===== src/rtl/sdma_pkg.sv =====
package sdma_pkg;
  localparam int RW      = 32;
  localparam int ADDR_W  = 2 * RW;
  localparam int OFS_W   = 3;

  localparam logic [OFS_W-1:0] OFS_MODE    = 3'd0;
  localparam logic [OFS_W-1:0] OFS_CTRL    = 3'd1;
  localparam logic [OFS_W-1:0] OFS_RST     = 3'd2;
  localparam logic [OFS_W-1:0] OFS_DONE    = 3'd3;
  localparam logic [OFS_W-1:0] OFS_ERR     = 3'd4;
  localparam logic [OFS_W-1:0] OFS_ADDR_LO = 3'd5;
  localparam logic [OFS_W-1:0] OFS_ADDR_HI = 3'd6;

  localparam int MODE_DIR_BIT = 16;
  localparam int MODE_INC_BIT = 0;
  localparam int CTRL_GO_BIT  = 0;
  localparam int RST_RD_BIT   = 9;
  localparam int RST_WR_BIT   = 8;
  localparam int DONE_RD_BIT  = 20;
  localparam int DONE_WR_BIT  = 16;
  localparam int ERR_RD_BIT   = 17;
  localparam int ERR_WR_BIT   = 16;

  typedef enum logic [2:0] {
    ST_IDLE,
    ST_FETCH,
    ST_MREQ,
    ST_MRSP,
    ST_PUSH
  } xfer_st_e;
endpackage


===== src/rtl/sdma_rst_sync.sv =====
module sdma_rst_sync #(
  parameter int STAGES = 2
) (
  input  logic clk,
  input  logic rst_n,
  output logic rst_n_sync
);
  logic [STAGES-1:0] sync_q;
  logic [STAGES-1:0] sync_d;

  always_comb begin
    sync_d = {sync_q[STAGES-2:0], 1'b1};
  end

  always_ff @(posedge clk or negedge rst_n) begin
    if (!rst_n) sync_q <= '0;
    else        sync_q <= sync_d;
  end

  assign rst_n_sync = sync_q[STAGES-1];
endmodule


===== src/rtl/sdma_regs.sv =====
module sdma_regs
  import sdma_pkg::*;
(
  input  logic              clk,
  input  logic              rst_n,
  input  logic              reg_we,
  input  logic [OFS_W-1:0]  reg_addr,
  input  logic [RW-1:0]     reg_wdata,
  output logic [RW-1:0]     reg_rdata,
  input  logic              busy,
  input  logic              set_done_rd,
  input  logic              set_done_wr,
  input  logic              set_err_rd,
  input  logic              set_err_wr,
  output logic              go,
  output logic              mode_dir,
  output logic              mode_inc,
  output logic [ADDR_W-1:0] start_addr,
  output logic              abort_rd,
  output logic              abort_wr
);
  logic          dir_q, inc_q;
  logic [RW-1:0] lo_q, hi_q;
  logic          done_rd_q, done_wr_q, err_rd_q, err_wr_q;
  logic          done_rd_d, done_wr_d, err_rd_d, err_wr_d;
  logic          mode_en, lo_en, hi_en, done_wsel, err_wsel, rst_wsel;

  assign mode_en   = reg_we && (reg_addr == OFS_MODE);
  assign lo_en     = reg_we && (reg_addr == OFS_ADDR_LO);
  assign hi_en     = reg_we && (reg_addr == OFS_ADDR_HI);
  assign done_wsel = reg_we && (reg_addr == OFS_DONE);
  assign err_wsel  = reg_we && (reg_addr == OFS_ERR);
  assign rst_wsel  = reg_we && (reg_addr == OFS_RST);

  assign go       = reg_we && (reg_addr == OFS_CTRL) && reg_wdata[CTRL_GO_BIT] && !busy;
  assign abort_rd = rst_wsel && reg_wdata[RST_RD_BIT];
  assign abort_wr = rst_wsel && reg_wdata[RST_WR_BIT];

  always_comb begin
    done_rd_d = done_rd_q;
    done_wr_d = done_wr_q;
    err_rd_d  = err_rd_q;
    err_wr_d  = err_wr_q;
    if (done_wsel) begin
      done_rd_d = done_rd_q & reg_wdata[DONE_RD_BIT];
      done_wr_d = done_wr_q & reg_wdata[DONE_WR_BIT];
    end
    if (err_wsel) begin
      err_rd_d = err_rd_q & reg_wdata[ERR_RD_BIT];
      err_wr_d = err_wr_q & reg_wdata[ERR_WR_BIT];
    end
    if (abort_rd) begin
      done_rd_d = 1'b0;
      err_rd_d  = 1'b0;
    end
    if (abort_wr) begin
      done_wr_d = 1'b0;
      err_wr_d  = 1'b0;
    end
    if (set_done_rd) done_rd_d = 1'b1;
    if (set_done_wr) done_wr_d = 1'b1;
    if (set_err_rd)  err_rd_d  = 1'b1;
    if (set_err_wr)  err_wr_d  = 1'b1;
  end

  always_ff @(posedge clk or negedge rst_n) begin
    if (!rst_n) begin
      dir_q <= 1'b0;
      inc_q <= 1'b0;
    end else if (mode_en) begin
      dir_q <= reg_wdata[MODE_DIR_BIT];
      inc_q <= reg_wdata[MODE_INC_BIT];
    end
  end

  always_ff @(posedge clk or negedge rst_n) begin
    if (!rst_n)     lo_q <= '0;
    else if (lo_en) lo_q <= reg_wdata;
  end

  always_ff @(posedge clk or negedge rst_n) begin
    if (!rst_n)     hi_q <= '0;
    else if (hi_en) hi_q <= reg_wdata;
  end

  always_ff @(posedge clk or negedge rst_n) begin
    if (!rst_n) begin
      done_rd_q <= 1'b0;
      done_wr_q <= 1'b0;
      err_rd_q  <= 1'b0;
      err_wr_q  <= 1'b0;
    end else begin
      done_rd_q <= done_rd_d;
      done_wr_q <= done_wr_d;
      err_rd_q  <= err_rd_d;
      err_wr_q  <= err_wr_d;
    end
  end

  assign mode_dir   = dir_q;
  assign mode_inc   = inc_q;
  assign start_addr = {hi_q, lo_q};

  always_comb begin
    reg_rdata = '0;
    case (reg_addr)
      OFS_MODE: begin
        reg_rdata[MODE_DIR_BIT] = dir_q;
        reg_rdata[MODE_INC_BIT] = inc_q;
      end
      OFS_CTRL: reg_rdata[CTRL_GO_BIT] = busy;
      OFS_DONE: begin
        reg_rdata[DONE_RD_BIT] = done_rd_q;
        reg_rdata[DONE_WR_BIT] = done_wr_q;
      end
      OFS_ERR: begin
        reg_rdata[ERR_RD_BIT] = err_rd_q;
        reg_rdata[ERR_WR_BIT] = err_wr_q;
      end
      OFS_ADDR_LO: reg_rdata = lo_q;
      OFS_ADDR_HI: reg_rdata = hi_q;
      default:     reg_rdata = '0;
    endcase
  end
endmodule


===== src/rtl/sdma_walker.sv =====
module sdma_walker
  import sdma_pkg::*;
#(
  parameter int BSZ_W = 12,
  parameter int CNT_W = 16
) (
  input  logic              clk,
  input  logic              rst_n,
  input  logic [BSZ_W-1:0]  blk_size,
  input  logic [CNT_W-1:0]  blk_count,
  input  logic              load,
  input  logic              step,
  input  logic              inc,
  input  logic [ADDR_W-1:0] base,
  output logic [ADDR_W-1:0] cur_addr,
  output logic              last,
  output logic              len_zero
);
  localparam int LEN_W   = BSZ_W + CNT_W;
  localparam int WORDS_W = LEN_W - 2;

  logic [LEN_W-1:0]   bytes;
  logic [WORDS_W-1:0] words;
  logic [WORDS_W-1:0] rem_q, rem_d;
  logic [ADDR_W-1:0]  addr_q, addr_d;
  logic               cnt_en;

  assign bytes    = {{CNT_W{1'b0}}, blk_size} * {{BSZ_W{1'b0}}, blk_count};
  assign words    = bytes[LEN_W-1:2];
  assign len_zero = (words == '0);
  assign cnt_en   = load | step;

  always_comb begin
    if (load) begin
      rem_d  = words;
      addr_d = base;
    end else begin
      rem_d  = rem_q - {{(WORDS_W-1){1'b0}}, 1'b1};
      addr_d = addr_q + {{(ADDR_W-3){1'b0}}, inc, 2'b00};
    end
  end

  always_ff @(posedge clk or negedge rst_n) begin
    if (!rst_n) begin
      rem_q  <= '0;
      addr_q <= '0;
    end else if (cnt_en) begin
      rem_q  <= rem_d;
      addr_q <= addr_d;
    end
  end

  assign cur_addr = addr_q;
  assign last     = (rem_q == {{(WORDS_W-1){1'b0}}, 1'b1});
endmodule


===== src/rtl/sdma_fsm.sv =====
module sdma_fsm
  import sdma_pkg::*;
#(
  parameter int ALIGN_BYTES = 16
) (
  input  logic              clk,
  input  logic              rst_n,
  input  logic              go,
  input  logic              mode_dir,
  input  logic              mode_inc,
  input  logic [ADDR_W-1:0] start_addr,
  input  logic              len_zero,
  input  logic              last,
  input  logic              abort_rd,
  input  logic              abort_wr,
  input  logic              mem_gnt,
  input  logic              mem_rvalid,
  input  logic [RW-1:0]     mem_rdata,
  input  logic              mem_err,
  input  logic              buf_rd_valid,
  input  logic [RW-1:0]     buf_rd_data,
  input  logic              buf_wr_ready,
  output logic              busy,
  output logic              load,
  output logic              step,
  output logic              xinc,
  output logic              mem_req,
  output logic              mem_we,
  output logic [RW-1:0]     data,
  output logic              buf_rd_pop,
  output logic              buf_wr_push,
  output logic              set_done_rd,
  output logic              set_done_wr,
  output logic              set_err_rd,
  output logic              set_err_wr
);
  localparam int ALIGN_LSB = $clog2(ALIGN_BYTES);

  xfer_st_e      st_q, st_d;
  logic          xdir_q, xdir_d, xinc_q, xinc_d, mode_en;
  logic [RW-1:0] data_q, data_d;
  logic          data_en, misaligned, abort_hit;

  assign misaligned = (start_addr[ALIGN_LSB-1:0] != '0);
  assign busy       = (st_q != ST_IDLE);
  assign abort_hit  = busy && ((abort_rd && xdir_q) || (abort_wr && !xdir_q));
  assign mode_en    = go;

  always_comb begin
    st_d        = st_q;
    xdir_d      = mode_dir;
    xinc_d      = mode_inc;
    data_d      = data_q;
    data_en     = 1'b0;
    load        = 1'b0;
    step        = 1'b0;
    buf_rd_pop  = 1'b0;
    buf_wr_push = 1'b0;
    set_done_rd = 1'b0;
    set_done_wr = 1'b0;
    set_err_rd  = 1'b0;
    set_err_wr  = 1'b0;
    case (st_q)
      ST_IDLE: begin
        if (go) begin
          if (misaligned) begin
            set_err_rd = mode_dir;
            set_err_wr = !mode_dir;
          end else if (len_zero) begin
            set_done_rd = mode_dir;
            set_done_wr = !mode_dir;
          end else begin
            load = 1'b1;
            st_d = mode_dir ? ST_FETCH : ST_MREQ;
          end
        end
      end
      ST_FETCH: begin
        if (buf_rd_valid) begin
          buf_rd_pop = 1'b1;
          data_en    = 1'b1;
          data_d     = buf_rd_data;
          st_d       = ST_MREQ;
        end
      end
      ST_MREQ: begin
        if (mem_gnt) st_d = ST_MRSP;
      end
      ST_MRSP: begin
        if (mem_rvalid) begin
          if (mem_err) begin
            set_err_rd = xdir_q;
            set_err_wr = !xdir_q;
            st_d       = ST_IDLE;
          end else if (xdir_q) begin
            step = 1'b1;
            if (last) begin
              set_done_rd = 1'b1;
              st_d        = ST_IDLE;
            end else begin
              st_d = ST_FETCH;
            end
          end else begin
            data_en = 1'b1;
            data_d  = mem_rdata;
            st_d    = ST_PUSH;
          end
        end
      end
      ST_PUSH: begin
        if (buf_wr_ready) begin
          buf_wr_push = 1'b1;
          step        = 1'b1;
          if (last) begin
            set_done_wr = 1'b1;
            st_d        = ST_IDLE;
          end else begin
            st_d = ST_MREQ;
          end
        end
      end
      default: st_d = ST_IDLE;
    endcase
    if (abort_hit) begin
      st_d        = ST_IDLE;
      data_en     = 1'b0;
      step        = 1'b0;
      buf_rd_pop  = 1'b0;
      buf_wr_push = 1'b0;
      set_done_rd = 1'b0;
      set_done_wr = 1'b0;
      set_err_rd  = 1'b0;
      set_err_wr  = 1'b0;
    end
  end

  always_ff @(posedge clk or negedge rst_n) begin
    if (!rst_n) st_q <= ST_IDLE;
    else        st_q <= st_d;
  end

  always_ff @(posedge clk or negedge rst_n) begin
    if (!rst_n) begin
      xdir_q <= 1'b0;
      xinc_q <= 1'b0;
    end else if (mode_en) begin
      xdir_q <= xdir_d;
      xinc_q <= xinc_d;
    end
  end

  always_ff @(posedge clk or negedge rst_n) begin
    if (!rst_n)       data_q <= '0;
    else if (data_en) data_q <= data_d;
  end

  assign xinc    = xinc_q;
  assign mem_req = (st_q == ST_MREQ);
  assign mem_we  = (st_q == ST_MREQ) && xdir_q;
  assign data    = data_q;
endmodule


===== src/rtl/sdma_engine.sv =====
module sdma_engine
  import sdma_pkg::*;
#(
  parameter int BSZ_W       = 12,
  parameter int CNT_W       = 16,
  parameter int ALIGN_BYTES = 16
) (
  input  logic              clk,
  input  logic              rst_n,
  input  logic              reg_we,
  input  logic [OFS_W-1:0]  reg_addr,
  input  logic [RW-1:0]     reg_wdata,
  output logic [RW-1:0]     reg_rdata,
  input  logic [BSZ_W-1:0]  blk_size,
  input  logic [CNT_W-1:0]  blk_count,
  output logic              mem_req,
  output logic              mem_we,
  output logic [ADDR_W-1:0] mem_addr,
  output logic [RW-1:0]     mem_wdata,
  input  logic              mem_gnt,
  input  logic              mem_rvalid,
  input  logic [RW-1:0]     mem_rdata,
  input  logic              mem_err,
  input  logic              buf_rd_valid,
  input  logic [RW-1:0]     buf_rd_data,
  output logic              buf_rd_pop,
  input  logic              buf_wr_ready,
  output logic [RW-1:0]     buf_wr_data,
  output logic              buf_wr_push
);
  logic              rst_n_s;
  logic              busy, go, mode_dir, mode_inc, abort_rd, abort_wr;
  logic              set_done_rd, set_done_wr, set_err_rd, set_err_wr;
  logic              load, step, xinc, last, len_zero;
  logic [ADDR_W-1:0] start_addr, cur_addr;
  logic [RW-1:0]     data;

  sdma_rst_sync #(.STAGES(2)) u_rst (
    .clk        (clk),
    .rst_n      (rst_n),
    .rst_n_sync (rst_n_s)
  );

  sdma_regs u_regs (
    .clk         (clk),
    .rst_n       (rst_n_s),
    .reg_we      (reg_we),
    .reg_addr    (reg_addr),
    .reg_wdata   (reg_wdata),
    .reg_rdata   (reg_rdata),
    .busy        (busy),
    .set_done_rd (set_done_rd),
    .set_done_wr (set_done_wr),
    .set_err_rd  (set_err_rd),
    .set_err_wr  (set_err_wr),
    .go          (go),
    .mode_dir    (mode_dir),
    .mode_inc    (mode_inc),
    .start_addr  (start_addr),
    .abort_rd    (abort_rd),
    .abort_wr    (abort_wr)
  );

  sdma_walker #(.BSZ_W(BSZ_W), .CNT_W(CNT_W)) u_walk (
    .clk       (clk),
    .rst_n     (rst_n_s),
    .blk_size  (blk_size),
    .blk_count (blk_count),
    .load      (load),
    .step      (step),
    .inc       (xinc),
    .base      (start_addr),
    .cur_addr  (cur_addr),
    .last      (last),
    .len_zero  (len_zero)
  );

  sdma_fsm #(.ALIGN_BYTES(ALIGN_BYTES)) u_fsm (
    .clk          (clk),
    .rst_n        (rst_n_s),
    .go           (go),
    .mode_dir     (mode_dir),
    .mode_inc     (mode_inc),
    .start_addr   (start_addr),
    .len_zero     (len_zero),
    .last         (last),
    .abort_rd     (abort_rd),
    .abort_wr     (abort_wr),
    .mem_gnt      (mem_gnt),
    .mem_rvalid   (mem_rvalid),
    .mem_rdata    (mem_rdata),
    .mem_err      (mem_err),
    .buf_rd_valid (buf_rd_valid),
    .buf_rd_data  (buf_rd_data),
    .buf_wr_ready (buf_wr_ready),
    .busy         (busy),
    .load         (load),
    .step         (step),
    .xinc         (xinc),
    .mem_req      (mem_req),
    .mem_we       (mem_we),
    .data         (data),
    .buf_rd_pop   (buf_rd_pop),
    .buf_wr_push  (buf_wr_push),
    .set_done_rd  (set_done_rd),
    .set_done_wr  (set_done_wr),
    .set_err_rd   (set_err_rd),
    .set_err_wr   (set_err_wr)
  );

  assign mem_addr    = cur_addr;
  assign mem_wdata   = data;
  assign buf_wr_data = data;
endmodule


===== config.mk =====
export PLATFORM = sky130hd
export DESIGN_NAME = sdma_engine
export DESIGN_NICKNAME = d
export VERILOG_FILES = /design/src/rtl/sdma_pkg.sv /design/src/rtl/sdma_rst_sync.sv /design/src/rtl/sdma_regs.sv /design/src/rtl/sdma_walker.sv /design/src/rtl/sdma_fsm.sv /design/src/rtl/sdma_engine.sv
export SDC_FILE = /design/constraint.sdc
export NUM_CORES = 1
export LEC_CHECK = 0
export BUFFER_PORTS_ARGS = -buffer_cell sky130_fd_sc_hd__buf_2
export CELL_PAD_IN_SITES_DETAIL_PLACEMENT = 1
export CELL_PAD_IN_SITES_GLOBAL_PLACEMENT = 1
export CORE_ASPECT_RATIO = 0.5
export CORE_MARGIN = 4
export CORE_UTILIZATION = 44
export CTS_CLUSTER_SIZE = 28
export DETAILED_ROUTE_END_ITERATION = 10
export GPL_TIMING_DRIVEN = 0
export PLACE_DENSITY = 0.79
export SLEW_MARGIN = 20
export SYNTH_ARGS = -nofsm -noshare
export SYNTH_HDL_FRONTEND = slang
export SYNTH_HIERARCHICAL = 1
export SYNTH_SLANG_ARGS = --single-unit

===== constraint.sdc =====
create_clock -name clk -period 7.3 [get_ports clk]
set_input_delay 1.46 -clock clk [delete_from_list [all_inputs] [get_ports clk]]
set_output_delay 1.46 -clock clk [all_outputs]
set_load 0.005 [all_outputs]

==> results by group <==
Status
  • Run status: finished with violations
  • Failing checks: setup timing

CTS
  • H-tree depth: 4
  • Maximum clock path buffer count: 2
  • CTS tree: done
  • Clk Latency, worst-skew pair: 0.45 ns
  • CTS Buf Count: 17
  • Clk root buf: clkbuf_16
  • Clock Pin Slew Worst Setup and Hold Paths: ~0.080 ns
  • Post-CTS Hold Buffers: 0
  • Clock sinks: between 150 and 200

STA
  • TNS Setup: -0.867 ns
  • Tcrit/Tclk final: 1.02
  • Tmin final: 7.42 ns
  • Slew headroom: 0.330
  • Clk_skew: 0.0132 ns
  • Fmax: between 100 and 150 MHz
  • RSZ-0062 raised after global routing: true
  • Worst slew pin tran: 0.997 ns
  • Final Setup Violations: 36
  • Fin. max-slew vios: 0
  • Final worst slack: -0.118 ns
  • Hold Vio Cnt, Final: 0

Layout
  • Final-stage net count: 2515
  • Area Overhead vs Synth: 28.7%
  • Share of cells above drive strength 1: 0.355
  • # fillers: around 4300
  • Final std cells w/o fill: 2707
  • Final core occ: 0.578
  • Final Instance Area: between 20000 and 25000 um^2

Global route
  • GRT Util Overall: 0.270
  • Gr ovfl total: 0
  • First-pass GRT wire length: ~90 mm
  • Largest net degree at the start of global routing: 51
  • Initial antenna violation count: 4
  • Vias in the first global route: between 15000 and 20000

Min path
  • Worst Hold Class: flop to asynchronous set/reset pin

Floorplanning
  • Die width: ~290 um
  • Initial Utilization: 0.449
  • Die footprint: about 42000 um^2
  • Core area: about 38000 um^2
  • Die Height: around 150 um
  • I/O Pins: between 200 and 300
  • FP Rows: 50

Yosys
  • Synth Cell Area: ~17000 um^2
  • Async set-reset flop share out of synthesis: 1.00
  • Xor/xnor share of the synthesized area: 0.0534
  • Yosys top cell area share: 0.295
  • Synth Area in Adders: 0.217
  • Syn Area/Cell: between 9 and 10 um^2
  • Post-Synth Simple-Gate Area: 0.176
  • Library cells used by synthesis: 86
  • Synth Instances: about 1800
  • Mux share of post-synthesis cell area: 0.0806
  • Top cells by area, synth: dfrtp_1 29%, fa_1 17%, nand2_1 6.4%
  • Sequential cell area fraction in the yosys report: 0.295
  • Largest family of logic cells by synthesized area: adder cells
  • Synth Register Bits: between 150 and 200
  • Compound-Gate Fraction of Synth Area: 0.0926
  • Ys flop type: dfrtp_1
  • Synth warnings: 6
  • Yosys top cell by area: dfrtp_1
  • Synth Net Count: around 2100
  • Post-synth EDFFs: 0

Routing
  • Met1 wire length: 25.5 mm
  • Via density: about 5.5
  • DRC Markers: 0
  • Post-Route WL: just over 60 mm
  • Uppermost layer routed: met4
  • Iter 0 DRT Violations: roughly 860
  • Via count: roughly 15000
  • Met3 WL post-DR: ~2.1 mm
  • Routed length per instance: approximately 23 um
  • Wire length on met2: ~32 mm
  • DR pass1 iterations: 5
  • Post-route ant nets: 0

Placed design
  • Buffers added on ports: just under 300
  • Detail Placement HPWL: between 40 and 50 mm
  • RePlAce Congestion: between 0.8 and 0.9
  • Post-Place Cell Area: approximately 19000 um^2
  • Placed Cells incl. Taps: 2612

Pwr
  • Comb pwr share: 0.706
  • Leak: approximately 11 nW
  • Sw Share: 0.467
  • Clk network pwr share: 0.107
  • Cell Pwr Density: between 400 and 500 nW/um^2
  • Sequential Power Share: 0.187
  • Internal power: approximately 4.8 mW
  • Switching power: ~4.2 mW
  • Max rail drop VDD: a little under 0.4 mV

Setup path
  • Critical path endpoint category: flop
  • Crit path max fanout: 7
  • Required time worst endpoint: between 7 and 8 ns
  • CP Launch Type: primary input
  • WP data arrival: about 8 ns
  • Setup CP Type: primary input to flop

Job
  • Max Cap Viol: 0
[state kept, by name, summed over array words and instances, names as in the netlist]
name and count:
u_regs/err_wr_q 1, u_regs/done_rd_q 1, u_regs/hi_q 32, u_fsm/xdir_q 1, u_fsm/xinc 1, u_fsm/st_q 3, u_regs/mode_dir 1, u_regs/lo_q 32
u_regs/mode_inc 1, u_walk/rem_q 26, u_walk/cur_addr 64, u_fsm/data 32, u_rst/sync_q 2, u_regs/done_wr_q 1, u_regs/err_rd_q 1
[worst paths after layout]
kind	startpoint	endpoint	slack, ns	cells after the start
setup / recovery	blk_size[6]	u_regs/done_wr_q$_DFFE_PN0P_	-0.12	26
hold / removal	u_rst/sync_q[1]$_DFF_PN0_	u_fsm/st_q[1]$_DFFE_PN0P_	0.28	0
setup reg to reg	u_fsm/xdir_q$_DFFE_PN0P_	u_walk/cur_addr[57]$_DFFE_PN0N_	2.97	10
hold reg to reg	u_rst/sync_q[1]$_DFF_PN0_	u_fsm/st_q[1]$_DFFE_PN0P_	0.28	0
max in group asynchronous	u_rst/sync_q[1]$_DFF_PN0_	u_walk/cur_addr[30]$_DFFE_PN0N_	5.55	4
min in group clk	u_rst/sync_q[0]$_DFF_PN0_	u_rst/sync_q[1]$_DFF_PN0_	0.37	0
[final cells by class]
cell class,count,area [um^2],area share
Antenna cell,4,10.0,0.000460
Tap cell,520,651,0.0299
Multi-Input combinational cell,1271,11300,0.517
Inverter,201,754,0.0347
Timing Repair Buffer,371,2340,0.108
Clock inverter,14,163,0.00748
Buffer,110,1170,0.0540
Clock buffer,17,425,0.0196
Sequential cell,199,4980,0.229
[power by group through the flow]
stage / logic, mW / registers [mW] / clock network, mW
3_3_place_gp: 4.25 / 1.71 / 0
4_1_cts: 5.14 / 1.69 / 0.984
2_1_floorplan: 3.17 / 1.63 / 0
5_1_grt: 6.91 / 1.74 / 1.03
6_report: 6.42 / 1.70 / 0.971
3_5_place_dp: 4.41 / 1.70 / 0
[critical path, stage by stage]
cell and delay, ns:
buf_6 0.12, buf_8 0.12, nand2_1 0.08, fa_1 0.56
inv_1 0.09, fa_1 0.59, fa_1 0.47, fa_1 0.55
inv_1 0.05, fa_1 0.54, inv_1 0.07, ha_4 0.26
a21oi_2 0.15, o21ai_0 0.17, a41oi_4 0.34, a21oi_4 0.13
buf_4 0.15, a21o_1 0.18, a21oi_2 0.18, xor2_2 0.20
nand4_1 0.17, nor3_4 0.30, buf_6 0.15, nand4_1 0.15
a2111oi_4 0.41, a31o_2 0.15
[timing repair]
| action | CTS | global route |
|---|---|---|
| setup endpoints to repair | 94 | 94 |
| buffers inserted | 32 | 33 |
| pin swaps | 27 | 73 |
| resized for setup | 150 | 246 |
| gates cloned | 4 | 2 |
[metrics by stage]
stage / hold WS (ns) / worst slack (ns) / power, mW
after detailed placement: 0.295 / -1.79 / 6.11
final: 0.284 / -0.118 / 9.09
after global routing: 0.327 / -0.348 / 9.67
after global placement: 0.338 / -1.66 / 5.96
after CTS: 0.301 / 0.00291 / 7.81
after floorplan: 0.331 / 0.000918 / 4.80
[placed cells by master, fill, tap and decap left out, types with 49 or more instances in the layout]
cell | netlist | routed
and2_1 | 65 | 60
buf_2 | 19 | 299
buf_4 | 38 | 97
dfrtp_1 | 199 | 198
fa_1 | 140 | 133
ha_1 | 69 | 50
inv_1 | 200 | 191
nand2_1 | 287 | 246
nor2_1 | 58 | 49
o21ai_1 | 37 | 71
xor2_1 | 61 | 59
[cell usage after synthesis, types with 4 or more instances]
| cell type | n |
|---|---|
| buf_4 | 38 |
| clkbuf_1 | 44 |
| nor3b_1 | 6 |
| or2_2 | 5 |
| nor2b_1 | 5 |
| buf_1 | 10 |
| buf_2 | 19 |
| and3_1 | 18 |
| nand3_1 | 32 |
| a31o_2 | 4 |
| and4_1 | 5 |
| a211oi_1 | 4 |
| xor2_1 | 61 |
| fa_1 | 140 |
| ha_1 | 69 |
| nand4_1 | 22 |
| and2_1 | 65 |
| nor2_1 | 58 |
| o21ai_1 | 37 |
| mux2i_1 | 38 |
| mux2_2 | 45 |
| a21o_1 | 10 |
| nor4_1 | 13 |
| inv_1 | 200 |
| or3_1 | 8 |
| o21ai_0 | 79 |
| buf_6 | 6 |
| nand4b_1 | 8 |
| nand2_1 | 287 |
| dfrtp_1 | 199 |
| a22o_1 | 29 |
| o211ai_1 | 6 |
| a21oi_1 | 52 |
| nand3b_1 | 5 |
| xnor2_1 | 42 |
| mux2_4 | 30 |
| nor3_1 | 20 |
[per-layer routing]
metal / global-route usage / vias to the layer above
met5: 0 / -
met2: 0.490 / 408
met3: 0.0298 / 141
li1: - / 6619
met4: 0.0775 / 0
met1: 0.342 / 7734
[kinds of logic (layout without fill, tap and decap cells)]
| family | count (synthesis) | count (layout) |
|---|---|---|
| xor+xnor | 103 | 103 |
| simple gates | 591 | 591 |
| buf+inv | 321 | 713 |
| other cells | 1 | 5 |
| compound gates | 252 | 252 |
| mux | 115 | 115 |
| fa+ha+maj | 209 | 209 |
| flops | 199 | 199 |
(Power assumes the default switching activity.)
